File: src/rtl/pbr_pkg.sv
package pbr_pkg;
  localparam int DW = 32;
  localparam int AW = 32;
  localparam int RW = 8;
  localparam int NPORT = 3;
  localparam int PSW = 2;

  localparam logic [AW-1:0] IO_BASE   = 32'hFFFA_0000;
  localparam logic [AW-1:0] CFG_BASE  = 32'hFFFC_0000;
  localparam logic [AW-1:0] CTRL_BASE = 32'hFFFE_0000;
  localparam logic [AW-1:0] MEM_BASE  = 32'h8000_0000;
  localparam int IO_BITS   = 16;
  localparam int CFG_BITS  = 17;
  localparam int CTRL_BITS = 12;
  localparam int STRIDE_BITS = 12;
  localparam int KW = CFG_BITS - STRIDE_BITS;

  localparam logic [CTRL_BITS-1:0] OFS_ORDER = 12'h000;
  localparam logic [CTRL_BITS-1:0] OFS_IRQEN = 12'h010;

  localparam logic [PSW-1:0] PORT_IO  = 2'd0;
  localparam logic [PSW-1:0] PORT_CFG = 2'd1;
  localparam logic [PSW-1:0] PORT_MEM = 2'd2;

  typedef enum logic [2:0] {WIN_NONE, WIN_IO, WIN_CFG, WIN_CTRL, WIN_MEM} win_e;
  typedef enum logic [1:0] {ST_IDLE, ST_FWD, ST_WAIT, ST_RSP} st_e;
endpackage

File: src/rtl/pbr_win_decode.sv
module pbr_win_decode
  import pbr_pkg::*;
#(
  parameter int NSLOT = 4,
  parameter int MEM_BITS = 30,
  localparam int SLW = (NSLOT > 1) ? $clog2(NSLOT) : 1
) (
  input  logic [AW-1:0]        addr,
  input  logic [NSLOT-1:0]     card_present,
  output win_e                 win,
  output logic [SLW-1:0]       slot,
  output logic [STRIDE_BITS-1:0] creg,
  output logic [AW-1:0]        fwd_addr
);
  localparam logic [KW-1:0] NSLOT_K = KW'(NSLOT);

  logic hit_io, hit_cfg, hit_ctrl, hit_mem;
  logic [KW-1:0] kslot;
  logic [KW-1:0] kidx;
  logic [31:0]   pres_ext;
  logic          slot_ok;

  assign hit_io   = addr[AW-1:IO_BITS]   == IO_BASE[AW-1:IO_BITS];
  assign hit_cfg  = addr[AW-1:CFG_BITS]  == CFG_BASE[AW-1:CFG_BITS];
  assign hit_ctrl = addr[AW-1:CTRL_BITS] == CTRL_BASE[AW-1:CTRL_BITS];
  assign hit_mem  = addr[AW-1:MEM_BITS]  == MEM_BASE[AW-1:MEM_BITS];

  assign kslot    = addr[CFG_BITS-1:STRIDE_BITS];
  assign kidx     = kslot - KW'(1);
  assign pres_ext = 32'(card_present);
  assign slot_ok  = (kslot != '0) && (kslot <= NSLOT_K) && pres_ext[kidx];
  assign creg     = addr[STRIDE_BITS-1:0];

  always_comb begin
    win      = WIN_NONE;
    slot     = '0;
    fwd_addr = addr;
    if (hit_io) begin
      win = WIN_IO;
    end else if (hit_mem) begin
      win = WIN_MEM;
    end else if (hit_cfg) begin
      if (slot_ok) begin
        win      = WIN_CFG;
        slot     = SLW'(kidx);
        fwd_addr = AW'(addr[STRIDE_BITS-1:0]);
      end
    end else if (hit_ctrl) begin
      if (creg == OFS_ORDER || creg == OFS_IRQEN) win = WIN_CTRL;
    end
  end
endmodule

File: src/rtl/pbr_lane_swap.sv
module pbr_lane_swap #(
  parameter int W = 32,
  localparam int NB = W / 8
) (
  input  logic         en,
  input  logic [W-1:0] din,
  output logic [W-1:0] dout
);
  logic [W-1:0] rev;
  for (genvar b = 0; b < NB; b++) begin : g_lane
    assign rev[8*b +: 8] = din[8*(NB-1-b) +: 8];
  end
  assign dout = en ? rev : din;
endmodule

File: src/rtl/pbr_ctrl_regs.sv
module pbr_ctrl_regs
  import pbr_pkg::*;
(
  input  logic          clk,
  input  logic          rst_n,
  input  logic          we,
  input  logic          sel_irq,
  input  logic [RW-1:0] wdata,
  output logic [RW-1:0] order_q,
  output logic [RW-1:0] irqen_q
);
  always_ff @(posedge clk) begin
    if (!rst_n) begin
      order_q <= '0;
      irqen_q <= '0;
    end else if (we) begin
      if (sel_irq) irqen_q <= wdata;
      else         order_q <= wdata;
    end
  end
endmodule

File: src/rtl/pbr_irq_merge.sv
module pbr_irq_merge #(
  parameter int NSLOT = 4
) (
  input  logic             clk,
  input  logic             rst_n,
  input  logic [NSLOT-1:0] slot_irq,
  input  logic             en,
  output logic             host_irq
);
  always_ff @(posedge clk) begin
    if (!rst_n) host_irq <= 1'b0;
    else        host_irq <= en & (|slot_irq);
  end
endmodule

File: src/rtl/pbr_host_front.sv
module pbr_host_front
  import pbr_pkg::*;
#(
  parameter int NSLOT = 4,
  parameter int MEM_BITS = 30,
  localparam int SLW = (NSLOT > 1) ? $clog2(NSLOT) : 1
) (
  input  logic                 clk,
  input  logic                 rst_n,
  input  logic                 hreq_valid,
  output logic                 hreq_ready,
  input  logic                 hreq_write,
  input  logic [AW-1:0]        hreq_addr,
  input  logic [DW-1:0]        hreq_wdata,
  output logic                 hrsp_valid,
  input  logic                 hrsp_ready,
  output logic                 hrsp_err,
  output logic [DW-1:0]        hrsp_rdata,
  output logic [NPORT-1:0]     dn_valid,
  input  logic [NPORT-1:0]     dn_ready,
  output logic                 dn_write,
  output logic [AW-1:0]        dn_addr,
  output logic [DW-1:0]        dn_wdata,
  output logic [SLW-1:0]       dn_cfg_slot,
  output logic [STRIDE_BITS-1:0] dn_cfg_reg,
  input  logic [NPORT-1:0]     dn_rsp_valid,
  input  logic [NPORT*DW-1:0]  dn_rsp_rdata,
  input  logic [NSLOT-1:0]     card_present,
  input  logic [NSLOT-1:0]     slot_irq,
  output logic                 host_irq
);
  st_e                  st_q;
  logic [PSW-1:0]       sel_q;
  logic                 wr_q, err_q;
  logic [AW-1:0]        addr_q;
  logic [DW-1:0]        wdata_q, rdata_q;
  logic [SLW-1:0]       slot_q;
  logic [STRIDE_BITS-1:0] creg_q;

  win_e                 dec_win;
  logic [SLW-1:0]       dec_slot;
  logic [STRIDE_BITS-1:0] dec_creg;
  logic [AW-1:0]        dec_addr;
  logic [RW-1:0]        order_q, irqen_q;
  logic                 big_endian, irq_en_w;
  logic                 ctrl_we;
  logic [DW-1:0]        ctrl_rd, wdata_sw, rsp_word, rsp_sw;
  logic [NPORT-1:0]     sel_hot;
  logic [PSW-1:0]       dec_port;

  pbr_win_decode #(.NSLOT(NSLOT), .MEM_BITS(MEM_BITS)) u_dec (
    .addr(hreq_addr), .card_present(card_present), .win(dec_win),
    .slot(dec_slot), .creg(dec_creg), .fwd_addr(dec_addr));

  assign ctrl_we = (st_q == ST_IDLE) && hreq_valid && hreq_write && (dec_win == WIN_CTRL);

  pbr_ctrl_regs u_regs (
    .clk(clk), .rst_n(rst_n), .we(ctrl_we), .sel_irq(dec_creg == OFS_IRQEN),
    .wdata(hreq_wdata[RW-1:0]), .order_q(order_q), .irqen_q(irqen_q));

  assign big_endian = order_q[1];
  assign irq_en_w   = irqen_q[0];
  assign ctrl_rd    = (dec_creg == OFS_IRQEN) ? DW'(irqen_q) : DW'(order_q);

  pbr_lane_swap #(.W(DW)) u_swap_w (.en(big_endian), .din(hreq_wdata), .dout(wdata_sw));
  pbr_lane_swap #(.W(DW)) u_swap_r (.en(big_endian), .din(rsp_word),   .dout(rsp_sw));

  pbr_irq_merge #(.NSLOT(NSLOT)) u_irq (
    .clk(clk), .rst_n(rst_n), .slot_irq(slot_irq), .en(irq_en_w), .host_irq(host_irq));

  always_comb begin
    case (dec_win)
      WIN_CFG: dec_port = PORT_CFG;
      WIN_MEM: dec_port = PORT_MEM;
      default: dec_port = PORT_IO;
    endcase
  end

  assign sel_hot = NPORT'(1) << sel_q;

  always_comb begin
    rsp_word = '0;
    for (int p = 0; p < NPORT; p++) begin
      if (sel_q == PSW'(p)) rsp_word = dn_rsp_rdata[p*DW +: DW];
    end
  end

  always_ff @(posedge clk) begin
    if (!rst_n) begin
      st_q    <= ST_IDLE;
      sel_q   <= '0;
      wr_q    <= 1'b0;
      err_q   <= 1'b0;
      addr_q  <= '0;
      wdata_q <= '0;
      rdata_q <= '0;
      slot_q  <= '0;
      creg_q  <= '0;
    end else begin
      case (st_q)
        ST_IDLE: if (hreq_valid) begin
          wr_q <= hreq_write;
          case (dec_win)
            WIN_NONE: begin
              err_q   <= 1'b1;
              rdata_q <= '0;
              st_q    <= ST_RSP;
            end
            WIN_CTRL: begin
              err_q   <= 1'b0;
              rdata_q <= hreq_write ? '0 : ctrl_rd;
              st_q    <= ST_RSP;
            end
            default: begin
              err_q   <= 1'b0;
              sel_q   <= dec_port;
              addr_q  <= dec_addr;
              wdata_q <= wdata_sw;
              slot_q  <= dec_slot;
              creg_q  <= dec_creg;
              st_q    <= ST_FWD;
            end
          endcase
        end
        ST_FWD: if (|(dn_ready & sel_hot)) st_q <= ST_WAIT;
        ST_WAIT: if (|(dn_rsp_valid & sel_hot)) begin
          rdata_q <= wr_q ? '0 : rsp_sw;
          st_q    <= ST_RSP;
        end
        ST_RSP: if (hrsp_ready) st_q <= ST_IDLE;
        default: st_q <= ST_IDLE;
      endcase
    end
  end

  assign hreq_ready  = (st_q == ST_IDLE);
  assign hrsp_valid  = (st_q == ST_RSP);
  assign hrsp_err    = err_q;
  assign hrsp_rdata  = rdata_q;
  assign dn_valid    = (st_q == ST_FWD) ? sel_hot : '0;
  assign dn_write    = wr_q;
  assign dn_addr     = addr_q;
  assign dn_wdata    = wdata_q;
  assign dn_cfg_slot = slot_q;
  assign dn_cfg_reg  = creg_q;
endmodule

File: config.mk
export PLATFORM = sky130hd
export DESIGN_NAME = pbr_host_front
export DESIGN_NICKNAME = d
export VERILOG_FILES = /design/src/rtl/pbr_pkg.sv /design/src/rtl/pbr_win_decode.sv /design/src/rtl/pbr_lane_swap.sv /design/src/rtl/pbr_ctrl_regs.sv /design/src/rtl/pbr_irq_merge.sv /design/src/rtl/pbr_host_front.sv
export SDC_FILE = /design/constraint.sdc
export NUM_CORES = 1
export LEC_CHECK = 0
export ABC_AREA = 1
export BUFFER_PORTS_ARGS = -buffer_cell sky130_fd_sc_hd__clkbuf_2
export CORE_MARGIN = 8
export CORE_UTILIZATION = 35
export DETAILED_ROUTE_END_ITERATION = 8
export PLACE_DENSITY = 0.61
export SLEW_MARGIN = 25
export SYNTH_ARGS = -nofsm -noshare
export SYNTH_HDL_FRONTEND = slang
export SYNTH_SLANG_ARGS = --single-unit
File: constraint.sdc
create_clock -name clk -period 2.7 [get_ports clk]
set_input_delay 0.54 -clock clk [delete_from_list [all_inputs] [get_ports clk]]
set_output_delay 0.54 -clock clk [all_outputs]
set_load 0.02 [all_outputs]
# Word-level counts from Yosys, hierarchy flattened

Cells that the tools add are included.

Register bits: 133
Input port bits: 179
Logic and storage cells: 98

Add/subtract/negate cells: 1
Magnitude comparators: 2
Eq/ne operators: 18
Shifts and indexed selects: 1
Muxes and demuxes: 37
Bitwise gates (word level): 5
Reductions and logical operators: 22

Operators with widths:

| kind                 | count |
|---|---|
| $mux 32              | 12 |
| $pmux 32 s2          | 2 |
| $mux 2               | 11 |
| $eq 20x20->1 const B | 1 |
| $eq 16x16->1 const B | 1 |
| $mux 8               | 2 |
| $eq 15x15->1 const B | 1 |
| $mux 3               | 5 |
| $eq 12x5->1 const B  | 1 |
| $logic_not 12->1     | 1 |
| $eq 2x2->1 const B   | 4 |
| $pmux 2 s4           | 1 |
| $reduce_and 4->1     | 2 |
| $and 3x3->3          | 2 |
| $eq 3x2->1 const B   | 2 |
| $lt 5x6->1 const B   | 1 |
| $ne 2x2->1 const B   | 3 |
| $reduce_and 2->1     | 3 |
| $reduce_or 3->1      | 2 |
| $bmux 1 s5           | 1 |
| $le 5x3->1 const B   | 1 |
| $logic_and 1x1->1    | 5 |
| $reduce_bool 5->1    | 1 |
| $sub 5x1->5 const B  | 1 |
| 16 further kinds     | 20 |

# Longest topological paths before layout

Depth in word-level cells: 13
Gate-level depth with buffers: 15
Gate-level depth less buffers: 14

# By module

A second synthesis with hierarchy kept.

Cells, all modules: 1284
Area total of the unflattened synthesis: 7926.4 µm²

Modules (own cells, without submodules):

| module         | instances | cells an instance | area each (µm²) |
|---|---|---|---|
| pbr_host_front | 1         | 836               | 5444.0 |
| pbr_lane_swap  | 2         | 104               | 494.2 |
| pbr_win_decode | 1         | 147               | 748.2 |
| pbr_ctrl_regs  | 1         | 88                | 709.4 |
| pbr_irq_merge  | 1         | 5                 | 36.3 |

# Least setup slack after synthesis

No wires, ideal clock.

Kind: in2reg
Start point: in hreq_addr[13]
End point: reg rdata_q[17], in the netlist hrsp_rdata[17]
Data arrival time: 1909 ps
Path slack: 676 ps
Stages: 13
Path buffers: 2
Path through: inv_1 ha_1 inv_1 nand2_1 nor2_1 nor2_1 nand3_1 nand3_2 nand2_2 buf_4 buf_4 a21oi_1 nor2_1

Word-level cells in the longest chain between the ends: 11
Elaborated cells between the ends (all ways): 17
Those cells by class: 1 x add/sub; 1 x order compare; 3 x eq/ne; 7 x mux; 5 x reduce/logical

RTL lines:

| what                                          | line                  | source |
|---|---|---|
| start, declared                               | pbr_host_front.sv:13  | `input logic [AW-1:0] hreq_addr,` |
| $sub 5x1->5                                   | pbr_win_decode.sv:29  | `assign kidx = kslot - KW'(1);` |
| $bmux 1 s5                                    | pbr_win_decode.sv:31  | `assign slot_ok = (kslot != '0) && (kslot <= NSLOT_K) && pres_ext[kidx];` |
| $mux 1 (implied by the code)                  | pbr_win_decode.sv:31  |  |
| $logic_and 1x1->1                             | pbr_win_decode.sv:31  |  |
| $mux 2                                        | pbr_win_decode.sv:43  | `if (slot_ok) begin` |
| $mux 3 *                                      | pbr_win_decode.sv:42  | `end else if (hit_cfg) begin` |
| $mux 3 *                                      | pbr_win_decode.sv:40  | `end else if (hit_mem) begin` |
| $mux 3 *                                      | pbr_win_decode.sv:38  | `if (hit_io) begin` |
| $eq 3x2->1 or $logic_not 3->1 (tied branches) | pbr_host_front.sv:103 | `case (dec_win)` |
| $ne 3x1->1 (no line) *                        | -                     |  |
| $reduce_and 4->1 (no line) *                  | -                     |  |
| end signal, assigned                          | pbr_host_front.sv:111 | `rdata_q <= hreq_write ? '0 : ctrl_rd;` |
| end signal, assigned                          | pbr_host_front.sv:127 | `rdata_q <= wr_q ? '0 : rsp_sw;` |
| end, declared                                 | pbr_host_front.sv:36  | `logic [DW-1:0] wdata_q, rdata_q;` |

Every way passes the cells marked *; elsewhere a longest branch is shown, timed or not. The select of a mux whose other input is x is not followed.
A chain may end at the register's enable or synchronous reset.

# Worst setup path in the final report

Start point: in hreq_addr[0]
End point: reg rdata_q[7], in the netlist hrsp_rdata[7]

Word-level cells in the longest chain between the ends: 11
Elaborated cells between the ends (all ways): 17
Those cells by class: 3 x eq/ne; 10 x mux; 4 x reduce/logical

RTL lines:

| what                                            | line                                       | source |
|---|---|---|
| $eq 12x5->1 or $logic_not 12->1 (tied branches) | pbr_win_decode.sv:49, pbr_host_front.sv:63 |  |
| $logic_or 1x1->1                                | pbr_win_decode.sv:49                       | `if (creg == OFS_ORDER \|\| creg == OFS_IRQEN) win = WIN_CTRL;` |
| $mux 2                                          | pbr_win_decode.sv:49                       |  |
| $mux 3                                          | pbr_win_decode.sv:48                       | `end else if (hit_ctrl) begin` |
| $mux 3                                          | pbr_win_decode.sv:42                       |  |
| $mux 3                                          | pbr_win_decode.sv:40                       |  |
| $mux 3                                          | pbr_win_decode.sv:38                       |  |
| $eq 3x2->1 or $logic_not 3->1 (tied branches)   | pbr_host_front.sv:103                      |  |
| $pmux 32 s2                                     | pbr_host_front.sv:103                      |  |
| $mux 32                                         | pbr_host_front.sv:101                      | `ST_IDLE: if (hreq_valid) begin` |
| $pmux 32 s2                                     | pbr_host_front.sv:100                      | `case (st_q)` |

Parallel ways exist; a longest one is shown, timed or not. The select of a mux whose other input is x is not followed.

==> run summary <==
Via density - 4.962
CTS Root Cell - clkbuf_16
Hold buffers post-CTS - 0
Via Count - 8296
Post-Syn Area - 7073 um2
Most frequent cell after synthesis - nand2_1
Met1 WL - 11.52 mm
Met2 wire length - 12.97 mm
Crit path time final - 2135 ps
Initial antenna violation count - 0
Worst R2R Path Depth - 10
Post-route ant nets - 0
Hold Path Class - primary input to flip-flop
Setup TNS - 0 ps
Fin crit share - 0.7908
Crit start category - primary input
Postcts setup bufs - 0
CP peak stage delay - 390 ps
Core area - 20040 um2
FF-to-FF setup slack - 570 ps
Setup WS pre-CTS - 113.0 ps
R2r startpoint - sel_q[0]$_SDFFE_PN0P_
Min Hold Slack - 386.1 ps
Clock Pin Slew Worst Setup and Hold Paths - 60 ps
VDD IR max - 0.4873 mV
Drt drc - 0
DRT Pass-1 Iters - 5
Worst EP arrival - 2490 ps
Routed wl met3 - 2.532 mm
Crit path capture - hrsp_rdata[7]$_SDFFE_PN0P_
Min-delay src - hreq_addr[26]
Placed cells - 1640
WP depth - 12
Cell chain of the critical path - clkbuf_2 > nor2_1 > nand2_1 > nor2_1 > nand2_1 > nand2_1 > nand3_1 > nor2_1 > nor2_1 > nand3_1 > nand2_1 > nor2_1
Max stage delay cell, worst path - nand2_1
Final core utilization - 0.4638
Final Slew Violations - 0
Largest net degree at the start of global routing - 52
RR Endpoint - hrsp_rdata[20]$_SDFFE_PN0P_
Placed Area - 8682 um2
Top cell type's share of synthesized area - 0.3425
Post-Syn Nets - 1328
Critical Path Start - hreq_addr[0]
Max Cap Violations - 0
Total CTS buffers - 17
CTS Sinks - 121
Gate Count Post-Synth - 1143
Mean post-synth cell area - 6.188 um2
Vias in the first global route - 7808
Die Wd - 158.2 um
Drt total wl - 27.82 mm
Fillers - 2194
Static Leak - 4.661 nW
Number of flops mapped to enable cells by yosys - 0
Yosys cell types - 28
CP top delay family - simple AND/OR/NAND/NOR gates
Skew-Pair Late Insertion Delay - 420 ps
Layout cell share with drive strength beyond 1 - 0.2653
Synth top cells by count - nand2_1 (336), dfxtp_1 (121), a21oi_1 (120)
Pwr dens - 793.2 nW/um2
Crit-path max FO - 15
Cell mode on critical path - nor2_1
Row count - 52
Area delta synth->final - 31.40%
Top cell type by total area after synthesis - dfxtp_1
Slew margin rel. - 0.6261
Largest cells by area after synthesis - dfxtp_1 (34%), nand2_1 (18%), a21oi_1 (8.5%)
Placer congestion estimate - 0.8711
Setup slack after layout - 564.8 ps
Top sig layer - met4
RSZ-0062 raised after global routing - false
Die Y - 158.2 um
Die ar. - 25010 um2
Status - finished clean
Final hold viol count - 0
Yosys warning count - 0
Async S/R FF share, synth - 0
CP endpoint kind - flip-flop
Initial Util - 0.3530
Initial drt markers - 688
Skew final - 10.39 ps
Clk buf depth - 2
Synth Register Bits - 121
Dominant synthesized flop cell - dfxtp_1
IO Pins - 297
ANT cells - 0
Post-route insts no fill - 1672
GRT overflow - 0
Least-Margin Pin Slew - 560.8 ps
Required arrival time at the worst endpoint - 3050 ps
Post-CTS Resized - 0
First-pass GRT wire length - 41.95 mm
H-tree levels - 4
Post-DP HPWL - 21.22 mm
Sequential share of the synthesized area - 0.3425
Kind of critical path - primary input to flip-flop
Power Total - 7.372 mW
Fin nets - 1574
Finished Cell Area - 9294 um2
Setup-failing EPs final - 0
GRT Total Usage - 0.2143
TritonCTS clock tree - yes
DR WL/cell - 16.64 um
I/O Buffers - 296
Critical path buffers and inverters - 1
Max Freq - 468.3 MHz
## state kept, by name, indices dropped and copies added, names as in the netlist, 2 cells and up
signal / flops
dn_addr: 32
dn_wdata: 32
hrsp_rdata: 32
u_regs.irqen_q: 8
u_regs.order_q: 8
dn_cfg_slot: 2
sel_q: 2
st_q: 2
## cells in the final DEF (no fill, tap or decap), drive strengths merged, types with 6 or more instances in the layout
cell type / count
nor3: 6
nand4: 61
clkinv: 8
nand3: 92
ha: 6
buf: 25
nand2: 340
clkbuf: 314
o21ai: 61
inv: 107
o221ai: 12
a21oi: 120
dfxtp: 121
nor2: 117
## worst min-delay path, delay by kind of cell
kind                   cells  cell delay (ps)
AO/OA/AOI/OAI              1               50
AND/OR/NAND/NOR            1               80
buffers and inverters      1               90
## power by group
part,internal [mW],leakage [nW],switching (mW)
combinational,0.945,3.38,1.88
sequential,2.03,0.986,0.152
clock,1.48,0.297,0.880
## routing by layer
metal / GRT usage / up-vias
met3: 0.05651 / 47
met4: 0.08532 / 0
li1: - / 4202
met1: 0.2554 / 3723
met5: 0 / -
met2: 0.3600 / 324
## kinds of logic after synthesis
kind of cell | Yosys count | synth area share
AO/OA/AOI/OAI | 196 | 0.1461
adder cells (fa/ha/maj) | 6 | 0.01061
flip-flops | 121 | 0.3425
buffers and inverters | 200 | 0.1228
AND/OR/NAND/NOR | 620 | 0.3780
## final cells by class
type                    count  area [um2]  area share
clock buffers              18       439.2     0.04725
well taps                 270       337.8     0.03635
repair buffers            321        1732      0.1863
flip-flops and latches    121        2424      0.2608
multi-input cells         822        3791      0.4079
inverters                 106       397.9     0.04281
clock inverters            14       172.7     0.01858
## worst min path at each step
stage | to | depth (start not counted)
after floorplan | u_regs.irqen_q[2]$_SDFFE_PN0P_ | 2
final | dn_addr[26]$_SDFFE_PN0P_ | 3
after CTS | dn_addr[27]$_SDFFE_PN0P_ | 3
after detailed placement | u_regs.irqen_q[2]$_SDFFE_PN0P_ | 2
after global routing | dn_addr[27]$_SDFFE_PN0P_ | 3
after global placement | u_regs.irqen_q[4]$_SDFFE_PN0P_ | 2
No activity file was read; power rests on OpenSTA's default activity.
